**config.mk**
```make
export PLATFORM = sky130hd
export DESIGN_NAME = cart_bank_ctrl
export DESIGN_NICKNAME = d
export VERILOG_FILES = /design/src/rtl/cbc_pkg.sv /design/src/rtl/cbc_regs.sv /design/src/rtl/cbc_prg_map.sv /design/src/rtl/cbc_chr_map.sv /design/src/rtl/cart_bank_ctrl.sv
export SDC_FILE = /design/constraint.sdc
export NUM_CORES = 1
export LEC_CHECK = 0
export BUFFER_PORTS_ARGS = -buffer_cell sky130_fd_sc_hd__buf_4
export CAP_MARGIN = 20
export CORE_AREA = 2 2 91 93
export CTS_BUF_LIST = sky130_fd_sc_hd__clkbuf_8
export DETAILED_ROUTE_END_ITERATION = 6
export DIE_AREA = 0 0 93 95
export GPL_TIMING_DRIVEN = 0
export PLACE_DENSITY = 0.81
export SLEW_MARGIN = 5
export SYNTH_ARGS = -nofsm -noshare
export SYNTH_HDL_FRONTEND = slang
export SYNTH_SLANG_ARGS = --single-unit
```
**constraint.sdc**
```tcl
create_clock -name clk -period 4.7 [get_ports clk]
set_clock_uncertainty 0.1 [all_clocks]
set_input_delay 0.47 -clock clk [delete_from_list [all_inputs] [get_ports clk]]
set_output_delay 0.47 -clock clk [all_outputs]
set_load 0.01 [all_outputs]
```
**src/rtl/cbc_pkg.sv**
```systemverilog
package cbc_pkg;

    typedef enum logic [1:0] {
        MIR_VERT   = 2'd0,
        MIR_HORZ   = 2'd1,
        MIR_ONE_LO = 2'd2,
        MIR_ONE_HI = 2'd3
    } mirror_e;

    localparam logic [15:0] ADDR_PRG_A  = 16'h8000;
    localparam logic [15:0] ADDR_PRG_B  = 16'hA000;
    localparam logic [15:0] ADDR_MIRROR = 16'h9000;

    localparam int CHR_REGS   = 8;
    localparam int CHR_SEL_W  = $clog2(CHR_REGS);
    localparam int CHR_BANK_W = 8;
    localparam int CHR_PAGE_W = 10;
    localparam int PRG_PAGE_W = 13;

endpackage

```
**src/rtl/cbc_regs.sv**
```systemverilog
module cbc_regs
    import cbc_pkg::*;
#(
    parameter int PRG_BANK_W = 5
) (
    input  logic                                  clk,
    input  logic                                  rst_n,
    input  logic                                  wr_en,
    input  logic [15:0]                           addr,
    input  logic [7:0]                            wdata,
    output logic [PRG_BANK_W-1:0]                 prg_a_q,
    output logic [PRG_BANK_W-1:0]                 prg_b_q,
    output mirror_e                               mirror_q,
    output logic [CHR_REGS-1:0][CHR_BANK_W-1:0]   chr_q
);

    typedef struct packed {
        logic [PRG_BANK_W-1:0]               prg_a;
        logic [PRG_BANK_W-1:0]               prg_b;
        mirror_e                             mirror;
        logic [CHR_REGS-1:0][CHR_BANK_W-1:0] chr;
    } state_t;

    state_t st_d, st_q;

    logic [3:0]           grp_off;
    logic                 hit_chr;
    logic                 hit_any;
    logic [CHR_SEL_W-1:0] chr_idx;

    function automatic state_t reset_state();
        state_t s;
        s.prg_a  = '0;
        s.prg_b  = PRG_BANK_W'(1);
        s.mirror = MIR_VERT;
        for (int i = 0; i < CHR_REGS; i++) begin
            s.chr[i] = CHR_BANK_W'(i);
        end
        return s;
    endfunction

    always_comb begin
        grp_off = addr[15:12] - 4'hB;
        hit_chr = (addr[15:12] >= 4'hB) && (addr[15:12] <= 4'hE)
                  && (addr[11:2] == 10'd0);
        chr_idx = {grp_off[1:0], addr[1]};
        hit_any = hit_chr || (addr == ADDR_PRG_A) || (addr == ADDR_PRG_B)
                  || (addr == ADDR_MIRROR);

        st_d = st_q;
        if (wr_en) begin
            if (addr == ADDR_PRG_A) begin
                st_d.prg_a = wdata[PRG_BANK_W-1:0];
            end else if (addr == ADDR_PRG_B) begin
                st_d.prg_b = wdata[PRG_BANK_W-1:0];
            end else if (addr == ADDR_MIRROR) begin
                st_d.mirror = mirror_e'(wdata[1:0]);
            end else if (hit_chr) begin
                if (addr[0]) begin
                    st_d.chr[chr_idx][7:4] = wdata[3:0];
                end else begin
                    st_d.chr[chr_idx][3:0] = wdata[3:0];
                end
            end
        end
    end

    always_ff @(posedge clk) begin
        if (!rst_n) begin
            st_q <= reset_state();
        end else begin
            st_q <= st_d;
        end
    end

    assign prg_a_q  = st_q.prg_a;
    assign prg_b_q  = st_q.prg_b;
    assign mirror_q = st_q.mirror;
    assign chr_q    = st_q.chr;

    // Checker helpers: remember the target of the last nibble write.
    logic                  nib_chk_q;
    logic                  nib_hi_q;
    logic [CHR_SEL_W-1:0]  nib_idx_q;
    logic [CHR_BANK_W-1:0] nib_old_q;
    logic [3:0]            nib_dat_q;

    always_ff @(posedge clk) begin
        if (!rst_n) begin
            nib_chk_q <= 1'b0;
            nib_hi_q  <= 1'b0;
            nib_idx_q <= '0;
            nib_old_q <= '0;
            nib_dat_q <= '0;
        end else begin
            nib_chk_q <= wr_en && hit_chr;
            nib_hi_q  <= addr[0];
            nib_idx_q <= chr_idx;
            nib_old_q <= st_q.chr[chr_idx];
            nib_dat_q <= wdata[3:0];
        end
    end

    assert_idle_hold_R9: assert property (@(posedge clk) disable iff (!rst_n)
        !wr_en |=> $stable(st_q));

    assert_unlisted_hold_R9: assert property (@(posedge clk) disable iff (!rst_n)
        (wr_en && !hit_any) |=> $stable(st_q));

    assert_mirror_load_R4: assert property (@(posedge clk) disable iff (!rst_n)
        (wr_en && addr == ADDR_MIRROR) |=> (st_q.mirror == $past(wdata[1:0])));

    assert_nibble_keep_R7: assert property (@(posedge clk) disable iff (!rst_n)
        nib_chk_q |-> (nib_hi_q ? (chr_q[nib_idx_q] == {nib_dat_q, nib_old_q[3:0]})
                                : (chr_q[nib_idx_q] == {nib_old_q[7:4], nib_dat_q})));

endmodule

```
**src/rtl/cbc_prg_map.sv**
```systemverilog
module cbc_prg_map
    import cbc_pkg::*;
#(
    parameter int PRG_BANKS  = 32,
    parameter int PRG_BANK_W = 5
) (
    input  logic [15:0]                      cpu_addr,
    input  logic [PRG_BANK_W-1:0]            prg_a,
    input  logic [PRG_BANK_W-1:0]            prg_b,
    output logic [PRG_BANK_W+PRG_PAGE_W-1:0] prg_addr
);

    localparam logic [PRG_BANK_W-1:0] FIX_LO = PRG_BANK_W'(PRG_BANKS - 2);
    localparam logic [PRG_BANK_W-1:0] FIX_HI = PRG_BANK_W'(PRG_BANKS - 1);

    logic [PRG_BANK_W-1:0] bank;

    always_comb begin
        unique case (cpu_addr[14:13])
            2'b00:   bank = prg_a;
            2'b01:   bank = prg_b;
            2'b10:   bank = FIX_LO;
            default: bank = FIX_HI;
        endcase
        prg_addr = {bank, cpu_addr[PRG_PAGE_W-1:0]};
    end

    always_comb begin
        if (cpu_addr[14:13] == 2'b10) begin
            assert_fixed_low_R3: assert (prg_addr[PRG_BANK_W+PRG_PAGE_W-1:PRG_PAGE_W] == FIX_LO);
        end
        if (cpu_addr[14:13] == 2'b11) begin
            assert_fixed_high_R3: assert (prg_addr[PRG_BANK_W+PRG_PAGE_W-1:PRG_PAGE_W] == FIX_HI);
        end
    end

endmodule

```
**src/rtl/cbc_chr_map.sv**
```systemverilog
module cbc_chr_map
    import cbc_pkg::*;
(
    input  logic [13:0]                         vid_addr,
    input  logic [CHR_REGS-1:0][CHR_BANK_W-1:0] chr,
    input  mirror_e                             mirror,
    output logic [CHR_BANK_W+CHR_PAGE_W-1:0]    chr_addr,
    output logic                                nt_page
);

    logic [CHR_SEL_W-1:0] sel;

    always_comb begin
        sel      = vid_addr[CHR_PAGE_W+CHR_SEL_W-1:CHR_PAGE_W];
        chr_addr = {chr[sel], vid_addr[CHR_PAGE_W-1:0]};
        unique case (mirror)
            MIR_VERT:   nt_page = vid_addr[10];
            MIR_HORZ:   nt_page = vid_addr[11];
            MIR_ONE_LO: nt_page = 1'b0;
            default:    nt_page = 1'b1;
        endcase
    end

    always_comb begin
        if (mirror == MIR_ONE_LO) begin
            assert_single_lo_R5: assert (!nt_page);
        end
        if (mirror == MIR_ONE_HI) begin
            assert_single_hi_R5: assert (nt_page);
        end
    end

endmodule

```
**src/rtl/cart_bank_ctrl.sv**
```systemverilog
module cart_bank_ctrl
    import cbc_pkg::*;
#(
    parameter int PRG_BANKS = 32,
    localparam int PRG_BANK_W = $clog2(PRG_BANKS),
    localparam int PRG_ADDR_W = PRG_BANK_W + PRG_PAGE_W
) (
    input  logic                  clk,
    input  logic                  rst_n,
    input  logic                  cpu_wr_en,
    input  logic [15:0]           cpu_addr,
    input  logic [7:0]            cpu_wdata,
    output logic [PRG_ADDR_W-1:0] prg_addr,
    input  logic [13:0]           vid_addr,
    output logic [17:0]           chr_addr,
    output logic                  nt_page
);

    logic [PRG_BANK_W-1:0]               prg_a, prg_b;
    mirror_e                             mirror;
    logic [CHR_REGS-1:0][CHR_BANK_W-1:0] chr;

    cbc_regs #(.PRG_BANK_W(PRG_BANK_W)) u_regs (
        .clk      (clk),
        .rst_n    (rst_n),
        .wr_en    (cpu_wr_en),
        .addr     (cpu_addr),
        .wdata    (cpu_wdata),
        .prg_a_q  (prg_a),
        .prg_b_q  (prg_b),
        .mirror_q (mirror),
        .chr_q    (chr)
    );

    cbc_prg_map #(.PRG_BANKS(PRG_BANKS), .PRG_BANK_W(PRG_BANK_W)) u_prg (
        .cpu_addr (cpu_addr),
        .prg_a    (prg_a),
        .prg_b    (prg_b),
        .prg_addr (prg_addr)
    );

    cbc_chr_map u_chr (
        .vid_addr (vid_addr),
        .chr      (chr),
        .mirror   (mirror),
        .chr_addr (chr_addr),
        .nt_page  (nt_page)
    );

endmodule

```
======== Yosys cells after proc, flatten, opt, wreduce, memory -nomap -nowiden ========
Cells that the tools add are included.
operators by class
  order comparisons ....................... 5
  reduce and logical (&&, ||, !) cells .... 10
  muxes and demuxes ....................... 11
  $add $sub $neg .......................... 1
  equal/unequal tests ..................... 7
  bitwise gates (word level) .............. 3
operators by type and width
  operator                count
  $bwmux W64              2
  $mux W64                1
  $demux W8 S3            2
  $eq A16 B16 Y1 const B  3
  $bmux W8 S3             1
  $mux W8                 2
  $pmux W5 S3             1
  $logic_not A10 Y1       1
  $lt A3 B4 Y1 const B    2
  $reduce_and A5 Y1       1
  $eq A2 B1 Y1 const B    2
  $eq A2 B2 Y1 const B    2
  $ge A4 B4 Y1 const B    1
  $le A4 B4 Y1 const B    1
  $logic_not A2 Y1        2
  $mux W4                 1
  $reduce_and A4 Y1       1
  $ge A3 B1 Y1 const B    1
  $logic_and A1 B1 Y1     3
  $not A1 Y1              3
  $pmux W1 S3             1
  $reduce_and A3 Y1       1
  $reduce_and A2 Y1       1
  $sub A2 B2 Y2 const B   1
word-level totals
  input bits .............................. 41
  output and inout port bits .............. 37
  logic and storage cells ................. 48
  register bits after elaboration ......... 76

======== Depth between registers and ports, before layout ========
Gate-level depths: netlist of run 1.
  depth in word-level cells ............... 7
  depth in mapped cells ................... 6
  gate-level depth less buffers ........... 4

======== Hierarchy ========
From an unflattened synthesis of run 1, not the netlist that was laid out.
unflattened totals
  cell total of the unflattened synthesis .. 359
  area, all modules ....................... 3873.7 um^2
modules (own cells, without submodules)
  module       seq. area each (um^2)  cells each  instances  area an instance (um^2)
  cbc_regs     1521.5                 292         1          3031.7
  cbc_chr_map  0.0                    42          1          646.9
  cbc_prg_map  0.0                    25          1          195.2

======== Worst setup path before layout of run 1 ========
Ideal clock, no wire load.
  path type ............................... input to output
  start point ............................. input port vid_addr[10]
  end point ............................... output port chr_addr[10]
  arrival ................................. 1.817 ns
  path buffers ............................ 2
  data required time ...................... 4.130 ns
  stages on the path ...................... 4
  path slack .............................. 2.313 ns
  cells stage by stage .................... buf_2 > buf_2 > mux4_2 > mux2_2
between the ends
  cells in the longest elaborated chain, start to end .. 2
RTL lines
  what                           line                  text
  start, declared                cart_bank_ctrl.sv:14  input logic [13:0] vid_addr,
  $bmux W8 S3                    cbc_chr_map.sv:15     chr_addr = {chr[sel], vid_addr[CHR_PAGE_W-1:0]};
  $mux W8 (implied by the code)  cbc_chr_map.sv:15
  end, declared                  cart_bank_ctrl.sv:15  output logic [17:0] chr_addr,
Every way passes these cells. The select of a mux whose other input is x is not followed.

======== Worst setup path after layout of run 1 ========
  start point ............................. input port vid_addr[11]
  end point ............................... output port chr_addr[16]
Same word-level chain as after synthesis.

==> results of run 1 <==
## power by group
part	switching, mW	internal (mW)
Sequential	0.00000266	0.643
Combinational	0.0697	0.0628
Clock	0.233	0.271
Total	0.302	0.977
## cell type report
type / count / share of cell area
tap: 105 / 0.0289
sequential: 76 / 0.334
multi-input combinational: 237 / 0.438
buffer: 50 / 0.0624
clock inverter: 5 / 0.0110
timing repair buffer: 56 / 0.0924
clock buffer: 11 / 0.0333
## routing by layer
metal / track usage / wire length (um) / share of wire
met1: 0.249 / 3760 / 0.42
met2: 0.383 / 4450 / 0.50
met3: 0.0455 / 546 / 0.061
met4: 0.0833 / 176 / 0.020
met5: 0 / 0 / 0
## cell families (layout without fill, tap and decap cells)
family,count (synthesis),after routing,share of synthesized area
and+or+nand+nor,130,130,0.192
muxes,100,100,0.319
DFF,76,76,0.401
buffers and inverters,50,122,0.0748
AOI/OAI and AO/OA,7,7,0.0132
## critical path: stages
cell      delay, ns
clkbuf_1       0.36
buf_1          0.59
mux4_2         0.42
mux2_2         0.29
buf_4          0.15
## state kept, by name, summed over array words and instances (netlist names)
name             flops
u_regs.mirror_q      2
u_regs.prg_b_q       5
u_regs.chr_q        64
u_regs.prg_a_q       5
## through the flow
| stage | hold WS [ns] | instances | instance area [um2] | worst slack [ns] | power (mW) |
|---|---|---|---|---|---|
| final | 0.314 | 540 | 4550 | 1.85 | 1.28 |
| after global routing | 0.330 | 540 | 4550 | 1.79 | 1.32 |
| after CTS | 0.305 | 540 | 4550 | 1.88 | 1.29 |
| after detailed placement | 0.343 | 524 | 4350 | 1.88 | 0.791 |
| after global placement | 0.338 | 524 | 4350 | 1.89 | 0.789 |
| after floorplan | 0.330 | 363 | 3800 | 2.31 | 0.734 |
## path summary, 6_finish.rpt
check	start	end	slack (ns)
setup / recovery	vid_addr[11]	chr_addr[16]	1.85
hold / removal	cpu_wdata[4]	u_regs.prg_b_q[4]	0.31
hold reg to reg	u_regs.prg_a_q[0]	u_regs.prg_a_q[0]	0.36
setup reg to reg	u_regs.prg_b_q[0]	u_regs.prg_b_q[0]	3.93
## cells in the final DEF (no fill, tap or decap), drive strengths merged
cell	count
nand2	72
nor3	6
o21ai	3
buf	90
a211o	4
and4	2
nor4bb	1
nor4b	2
nor2	9
mux2	8
nor3b	2
clkinv	4
and4b	3
nand2b	3
or2	2
mux2i	76
nor4	1
and3b	1
nand4	5
bufinv	1
nand3b	1
dfxtp	76
mux4	16
clkbuf	27
nor2b	20
==> out/qor.txt, run 1 <==
Status: complete, no violations
Avg WL per Cell: 16.6 um
Largest net degree at the start of global routing: 13
Die span in x: 93 um
Root cell of the clock tree: clkbuf_8
Final Cycle Share: 0.606
Hold crit path type: in -> reg
Sequential Area: 0.00152 mm2
Detailed-route via count: 2,921
Share of cells above drive strength 1: 0.315
CTS max path bufs: 2
Critical Path RT: 4.13 ns
Max Cap Violations: 0
Global-route wire length before repair: 14,400 um
Hpwl dp: 6770 um
Synth cell types: 30
Die height: 95 um
Post-synth top area share: 0.401
Synth Instances: 363
Synthesis-to-layout area growth: 19.8%
Number of enable flip-flop cells after synthesis: 0
Antenna Nets Post-Route: 0
Final WL: 8940 um
Nets: 471
Synthesized area per cell: 10.5 um2
Total negative setup slack: 0 ns
Commonest cells post-synth: dfxtp_1 (76), mux2i_1 (76), nand2_1 (72), buf_4 (24), nor2b_1 (20)
Initial antenna violation count: 0
Num rows: 33
Yosys synthesis warning count: 0
LEAKAGE: 1.79 nW
Syn_nets: 404
Yosys reg bits: 76
Resized cells post-CTS: 0
Post-layout util: 0.574
CTS tree: built
CP Max Fanout: 10
Top FF cell, synth: dfxtp_1
Final Hold Violating Endpoints: 0
RSZ-0062 raised after global routing: no
Final Max Slew Viols: 0
Reg2Reg Depth: 2
Post-Syn Area: 0.00380 mm2
CTS Hold Buffers Added: 0
Hold depth: 3
Skew-Pair Late Insertion Delay: 0.34 ns
Ys async rst share: 0
Drt pass-1 iters: 4
Num ports: 78
Die ar.: 0.00884 mm2
DR iter-0 viols: 145
CTS sink cnt: 76
Fillers: 645
Port bufs: 56
Postcts setup bufs: 0
H-tree depth: 3
CP Capture Type: output port
Slew HR: 0.538
Max Fclk: 351 MHz
Clock transition at path regs: 0.08 ns
Congestion Overflow GR: 0
Pwr dens: 281 mW/mm2
Inserted Diodes: 0
Critical Path AT: 2.28 ns
CTS Buf Count: 9
GRT Total Usage: 0.213
VDD IR max: 0.138 mV
Vias per cell: 5.41
Initial Utilization: 0.479
Critical path startpoint category: input pin
Slew @ Worst Pin: 0.693 ns
Area occupied by multi-input gates: 0.00199 mm2
CP Class: in -> out
Area leader, netlist: dfxtp_1
Area of the core: 0.00793 mm2
Vias in the first global route: 2,960
Tmin final: 2.85 ns
Final GP Congestion: 0.795
Seq/Total Area, Yosys: 0.401
Endpoints failing setup: 0
Synth area leaders: dfxtp_1 (40%), mux2i_1 (20%), mux4_2 (9.5%), nand2_1 (7.1%), buf_4 (4.7%)
# DRC: 0
(Power assumes the default switching activity.)
==> run 2, diff against run 1 <==
--- a/config.mk
+++ b/config.mk
@@ -12,7 +12,7 @@
 export DETAILED_ROUTE_END_ITERATION = 6
 export DIE_AREA = 0 0 93 95
 export GPL_TIMING_DRIVEN = 0
-export PLACE_DENSITY = 0.81
+export PLACE_DENSITY = 0.84
 export SLEW_MARGIN = 5
 export SYNTH_ARGS = -nofsm -noshare
 export SYNTH_HDL_FRONTEND = slang
==> constraint.sdc (replaced) <==
create_clock -name clk -period 2.4 [get_ports clk]
set_clock_uncertainty 0.1 [all_clocks]
set_input_delay 0.24 -clock clk [delete_from_list [all_inputs] [get_ports clk]]
set_output_delay 0.24 -clock clk [all_outputs]
set_load 0.01 [all_outputs]
==> run 2 against run 1 <==
Against the previous run:
- total power rose by 97%
- routed wire length rose by 1.2%
- largest cell class unchanged
- clock power rose by 98%
- global-route usage barely moved
- final cell count did not move
- non-clock buffer count did not move
- die area did not move
- flip-flop and latch count did not move
==> out/qor.txt, run 2 (synthesized netlist as in run 1, its figures left out) <==
Slew HR: 0.619 (+0.0803)
Drt pass-1 iters: 4 (unchanged)
VDD IR max: 0.284 mV (+110%)
Vias per cell: 5.38 (-0.62%)
H-tree depth: 3 (unchanged)
Hold crit path type: in -> reg
Tmin final: 2.23 ns
Die height: 95 um (unchanged)
Clock transition at path regs: 0.08 ns (about the same)
Num ports: 78 (unchanged)
CP Max Fanout: 10 (unchanged)
Final GP Congestion: 0.868 (+9.1%)
Critical path buffers and inverters: 3 (unchanged)
Postcts setup bufs: 0 (unchanged)
Total negative setup slack: 0 ns (unchanged)
DP Area: 0.00435 mm2 (unchanged)
DR iter-0 viols: 191 (+32%)
Global-route wire length before repair: 14,400 um (-0.24%)
Num rows: 33 (unchanged)
Clock power share: 0.396 (+0.003)
Initial Utilization: 0.479 (unchanged)
Final Cycle Share: 0.930
Most used cell, CP: buf_2
Die ar.: 0.00884 mm2 (unchanged)
Endpoints failing setup: 0 (unchanged)
CP Cell Sequence: buf_2, buf_2, mux4_2, mux2_2, buf_4
GRT Total Usage: 0.214 (+0.000365)
Post-route cell area: 0.00455 mm2 (about the same)
Share of cells above drive strength 1: 0.315 (unchanged)
Initial antenna violation count: 0 (unchanged)
Port bufs: 56 (unchanged)
CTS tree: built
Final Hold Violating Endpoints: 0 (unchanged)
Pwr dens: 553 mW/mm2 (+97%)
Slowest cell delay on critical path: 0.57 ns (-0.02 ns)
Inserted Diodes: 0 (unchanged)
Synthesis-to-layout area growth: 19.9% (about the same)
Part of the power in registers: 0.501 (-0.002)
# DRC: 0 (unchanged)
Switching part of the total: 0.240 (+0.00316)
Final Max Slew Viols: 0 (unchanged)
Max reg flops: 64 (unchanged)
CTS sink cnt: 76 (unchanged)
Max Fclk: 448 MHz
Power share of the combinational group: 0.103 (about the same)
Area of the core: 0.00793 mm2 (unchanged)
CP Class: in -> out
Total net switching power: 0.602 mW (+99%)
Antenna Nets Post-Route: 0 (unchanged)
Max Cap Violations: 0 (unchanged)
LEAKAGE: 1.79 nW (about the same)
Hold Slack: 0.0698 ns (-0.245 ns)
Critical Path RT: 2.06 ns (-2.07 ns)
Reg2reg setup slack: 1.64 ns (-2.29 ns)
Die span in x: 93 um (unchanged)
Status: complete, no violations
Avg WL per Cell: 16.8 um (+1.2%)
CTS max path bufs: 2 (unchanged)
Non-filler instance count after layout: 540 (unchanged)
Root cell of the clock tree: clkbuf_8
CTS Hold Buffers Added: 0 (unchanged)
Most common cell after layout, fill and taps aside: buf_4
RSZ-0062 raised after global routing: no
Vias in the first global route: 2,809 (-5.1%)
Resized cells post-CTS: 0 (unchanged)
Internal power: 1.91 mW (+96%)
Slew @ Worst Pin: 0.572 ns (-0.120 ns)
Commonest cells after routing, fill and taps aside: buf_4 (80), mux2i_1 (76), dfxtp_1 (76), nand2_1 (72), nor2b_1 (20)
Critical path startpoint category: input pin
Nets: 471 (unchanged)
Final WL: 9050 um (+1.2%)
Worst path top cell family by delay: multiplexers
CP Capture Type: output port
CTS Buf Count: 9 (unchanged)
Post-Place Cells: 524 (unchanged)
Slowest-stage cell, CP: mux4_2
Hpwl dp: 6830 um (+0.94%)
Largest net degree at the start of global routing: 13 (unchanged)
Skew-Pair Late Insertion Delay: 0.36 ns (+0.02 ns)
Congestion Overflow GR: 0 (unchanged)
Critical Path AT: 1.89 ns (-0.39 ns)
Detailed-route via count: 2,903 (-0.62%)
-- run 2: per-layer routing --
metal,up-vias,global-route usage,part of all wire
met5,-,0,0
met4,0,0.0772,0.017
met3,14,0.0527,0.063
met2,89,0.375,0.50
met1,1426,0.255,0.42
li1,1374,-,-
-- run 2: final cells by class --
| type | count | area [um2] |
|---|---|---|
| multi-input combinational | 237 | 1990 |
| timing repair buffer | 56 | 420 |
| sequential | 76 | 1520 |
| tap | 105 | 131 |
| buffer | 50 | 285 |
| clock inverter | 5 | 51.3 |
| fill | 705 | 3380 |
| clock buffer | 11 | 151 |
-- run 2: worst paths after layout --
check / start / end / cells after the start
setup / recovery: vid_addr[10] / chr_addr[16] / 5
hold / removal: cpu_wdata[4] / u_regs.prg_b_q[4] / 3
setup reg to reg: u_regs.prg_b_q[0] / u_regs.prg_b_q[0] / 2
hold reg to reg: u_regs.chr_q[54] / u_regs.chr_q[54] / 2
-- run 2: metrics by stage --
| step | total power [mW] | worst slack, ns | utilization |
|---|---|---|---|
| floorplan | 1.44 | 0.473 | - |
| global placement | 1.54 | 0.0625 | 0.548 |
| detailed placement | 1.55 | 0.0304 | 0.548 |
| CTS | 2.52 | 0.0280 | 0.574 |
| global route | 2.59 | 0.0464 | 0.574 |
| finish | 2.51 | 0.167 | 0.574 |
-- run 2: power by group through the flow --
stage          Sequential, mW  Combinational (mW)  Clock [mW]
3_5_place_dp             1.29               0.260           0
6_report                 1.26               0.259       0.996
4_1_cts                  1.26               0.261        1.00
3_3_place_gp             1.29               0.255           0
2_1_floorplan            1.29               0.148           0
5_1_grt                  1.26               0.279        1.06
-- run 2: tightest hold or removal path, stage by stage --
cell and delay (ns):
buf_4 0.11, nand2_1 0.07, mux2i_1 0.06
==> run 3, diff against run 2 <==
--- a/config.mk
+++ b/config.mk
@@ -13,6 +13,8 @@
 export DIE_AREA = 0 0 93 95
 export GPL_TIMING_DRIVEN = 0
 export PLACE_DENSITY = 0.84
+export RECOVER_POWER = 50
+export REMOVE_ABC_BUFFERS = 1
 export SLEW_MARGIN = 5
 export SYNTH_ARGS = -nofsm -noshare
 export SYNTH_HDL_FRONTEND = slang
==> run 3 against run 2 <==
Against the previous run:
- core utilization is 4.7 points lower
- count of clock-buffer cells in the layout stayed put
- highest routed layer unchanged
- final area is 8.2% lower
==> out/qor.txt, run 3 (synthesized netlist as in run 1, its figures left out) <==
Vias in the first global route: 2,650 (-5.7%)
Die height: 95 um (unchanged)
CTS max path bufs: 2 (unchanged)
Worst r2r src: u_regs.chr_q[8]
CTS sink cnt: 76 (unchanged)
LEAKAGE: 1.54 nW (-14%)
GRT met2 Usage: 0.336 (-0.0393)
Min-delay src: cpu_wdata[4]
Endpoint of the worst hold path: u_regs.prg_a_q[4]
Final Cycle Share: 0.844 (-0.0863)
Endpoints failing setup: 0 (unchanged)
Area of the core: 0.00793 mm2 (unchanged)
RR Endpoint: u_regs.chr_q[8]
Pwr dens: 612 mW/mm2 (+11%)
Critical path buffers and inverters: 1 (-2)
Tmin final: 2.03 ns (-0.207 ns)
DR iter-0 viols: 116 (-39%)
Max reg flops: 64 (unchanged)
Global-route wire length before repair: 12,700 um (-11%)
Slowest cell delay on critical path: 0.81 ns (+0.24 ns)
Fillers: 712 (+0.99%)
Status: complete, no violations
# DRC: 0 (unchanged)
Global route hottest layer: met2
Port bufs: 53 (-5.4%)
Reg2Reg Depth: 2 (unchanged)
CP Cell Sequence: clkbuf_1, nor4b_1, nand4_2, nor3_1, mux2i_1
VDD IR max: 0.231 mV (-19%)
GRT Total Usage: 0.190 (-0.0237)
CTS Buf Count: 9 (unchanged)
H-tree depth: 3 (unchanged)
RSZ-0062 raised after global routing: no
Nets: 418 (-11%)
Critical Path AT: 2.19 ns (+0.30 ns)
Grt met3 use: 0.0495 (-0.00319)
Hold crit path type: in -> reg
Hold Slack: 0.0793 ns (+0.00955 ns)
Initial antenna violation count: 0 (unchanged)
CP Class: in -> reg
CP Capture Type: register
Resized cells post-CTS: 0 (unchanged)
CP Max Fanout: 10 (unchanged)
Synthesis-to-layout area growth: 10.1%
Clock transition at path regs: 0.08 ns (about the same)
CTS Hold Buffers Added: 0 (unchanged)
Initial Utilization: 0.479 (unchanged)
Final WL: 8110 um (-10%)
Slew @ Worst Pin: 0.986 ns (+0.414 ns)
Detailed-route via count: 2,613 (-10%)
Total negative setup slack: 0 ns (unchanged)
GR met1 Demand/Resource: 0.212 (-0.0435)
Worst path top cell family by delay: simple AND/OR/NAND/NOR gates
Max Fclk: 494 MHz (+10%)
Slew HR: 0.337 (-0.281)
Die span in x: 93 um (unchanged)
Max Cap Violations: 0 (unchanged)
Critical path startpoint category: input pin
Final Max Slew Viols: 0 (unchanged)
CTS tree: built
Vias per cell: 5.37 (-0.19%)
Reg2reg setup slack: 1.63 ns (about the same)
Commonest cells after routing, fill and taps aside: mux2i_1 (76), dfxtp_1 (76), nand2_1 (72), buf_4 (33)
Area occupied by multi-input gates: 0.00197 mm2 (-1.1%)
Final GP Congestion: 0.745 (-14%)
Hold depth: 3 (unchanged)
Slowest-stage cell, CP: nor3_1
Num ports: 78 (unchanged)
Largest net degree at the start of global routing: 85 (+72)
Skew-Pair Late Insertion Delay: 0.34 ns (-0.02 ns)
Die ar.: 0.00884 mm2 (unchanged)
Critical Path RT: 2.57 ns (+0.51 ns)
Hpwl dp: 5550 um (-19%)
Root cell of the clock tree: clkbuf_8
Inserted Diodes: 0 (unchanged)
Congestion Overflow GR: 0 (unchanged)
Antenna Nets Post-Route: 0 (unchanged)
Avg WL per Cell: 16.6 um (-0.65%)
Sequential Area: 0.00152 mm2 (unchanged)
Share of cells above drive strength 1: 0.215 (-0.100)
Final Hold Violating Endpoints: 0 (unchanged)
Postcts setup bufs: 0 (unchanged)
Drt pass-1 iters: 4 (unchanged)
Num rows: 33 (unchanged)
[run 3: cell count changes in the layout (fill, tap and decap cells not counted), moves of 2 or more]
cell      before  now
buf_2          4    0
clkinv_2       2    0
clkbuf_1      15   20
nor3_1         0    2
buf_1          5    0
or2_1          2    0
clkbuf_2       2    0
or2_0          0    2
buf_4         80   33
[run 3: worst max-delay path by stage]
stage	to	slack, ns	depth (start not counted)	start
2_1_floorplan	u_regs.prg_b_q[3]	0.81	4	cpu_addr[10]
3_3_place_gp	u_regs.chr_q[51]	0.39	5	cpu_addr[5]
3_5_place_dp	u_regs.chr_q[7]	0.37	5	cpu_addr[5]
4_1_cts	chr_addr[16]	0.45	4	vid_addr[10]
5_1_grt	u_regs.prg_a_q[3]	0.23	5	cpu_addr[0]
6_report	u_regs.prg_a_q[2]	0.37	5	cpu_addr[0]
[run 3: tightest hold or removal path: stages]
cell     delay [ns]
buf_4          0.11
nand2_1        0.07
mux2i_1        0.07
[run 3: through the flow]
| step | power, mW | utilization | area (um2) | std cells | setup WS [ns] |
|---|---|---|---|---|---|
| after global routing | 2.64 | 0.527 | 4180 | 487 | 0.229 |
| after detailed placement | 1.49 | 0.510 | 4040 | 471 | 0.375 |
| after global placement | 1.49 | 0.510 | 4040 | 471 | 0.391 |
| after CTS | 2.59 | 0.539 | 4280 | 487 | 0.453 |
| final | 2.56 | 0.527 | 4180 | 487 | 0.374 |
| after floorplan | 1.35 | - | 3510 | 313 | 0.807 |
[run 3: report_power, final]
| group | internal [mW] | switching, mW |
|---|---|---|
| registers | 1.26 | 0.00000504 |
| logic | 0.0732 | 0.112 |
| clock network | 0.644 | 0.470 |
| total | 1.98 | 0.582 |
[run 3: layout make-up]
cell class	count	area share
flip-flops and latches	76	0.364
clock buffers	11	0.0362
repair buffers	53	0.0772
multi-input cells	237	0.471
well taps	105	0.0314
clock inverters	5	0.0201
[run 3: metal layers]
metal | wire length, um | part of all wire
met5 | 0 | 0
met4 | 217 | 0.027
met3 | 413 | 0.051
met2 | 4000 | 0.49
met1 | 3470 | 0.43
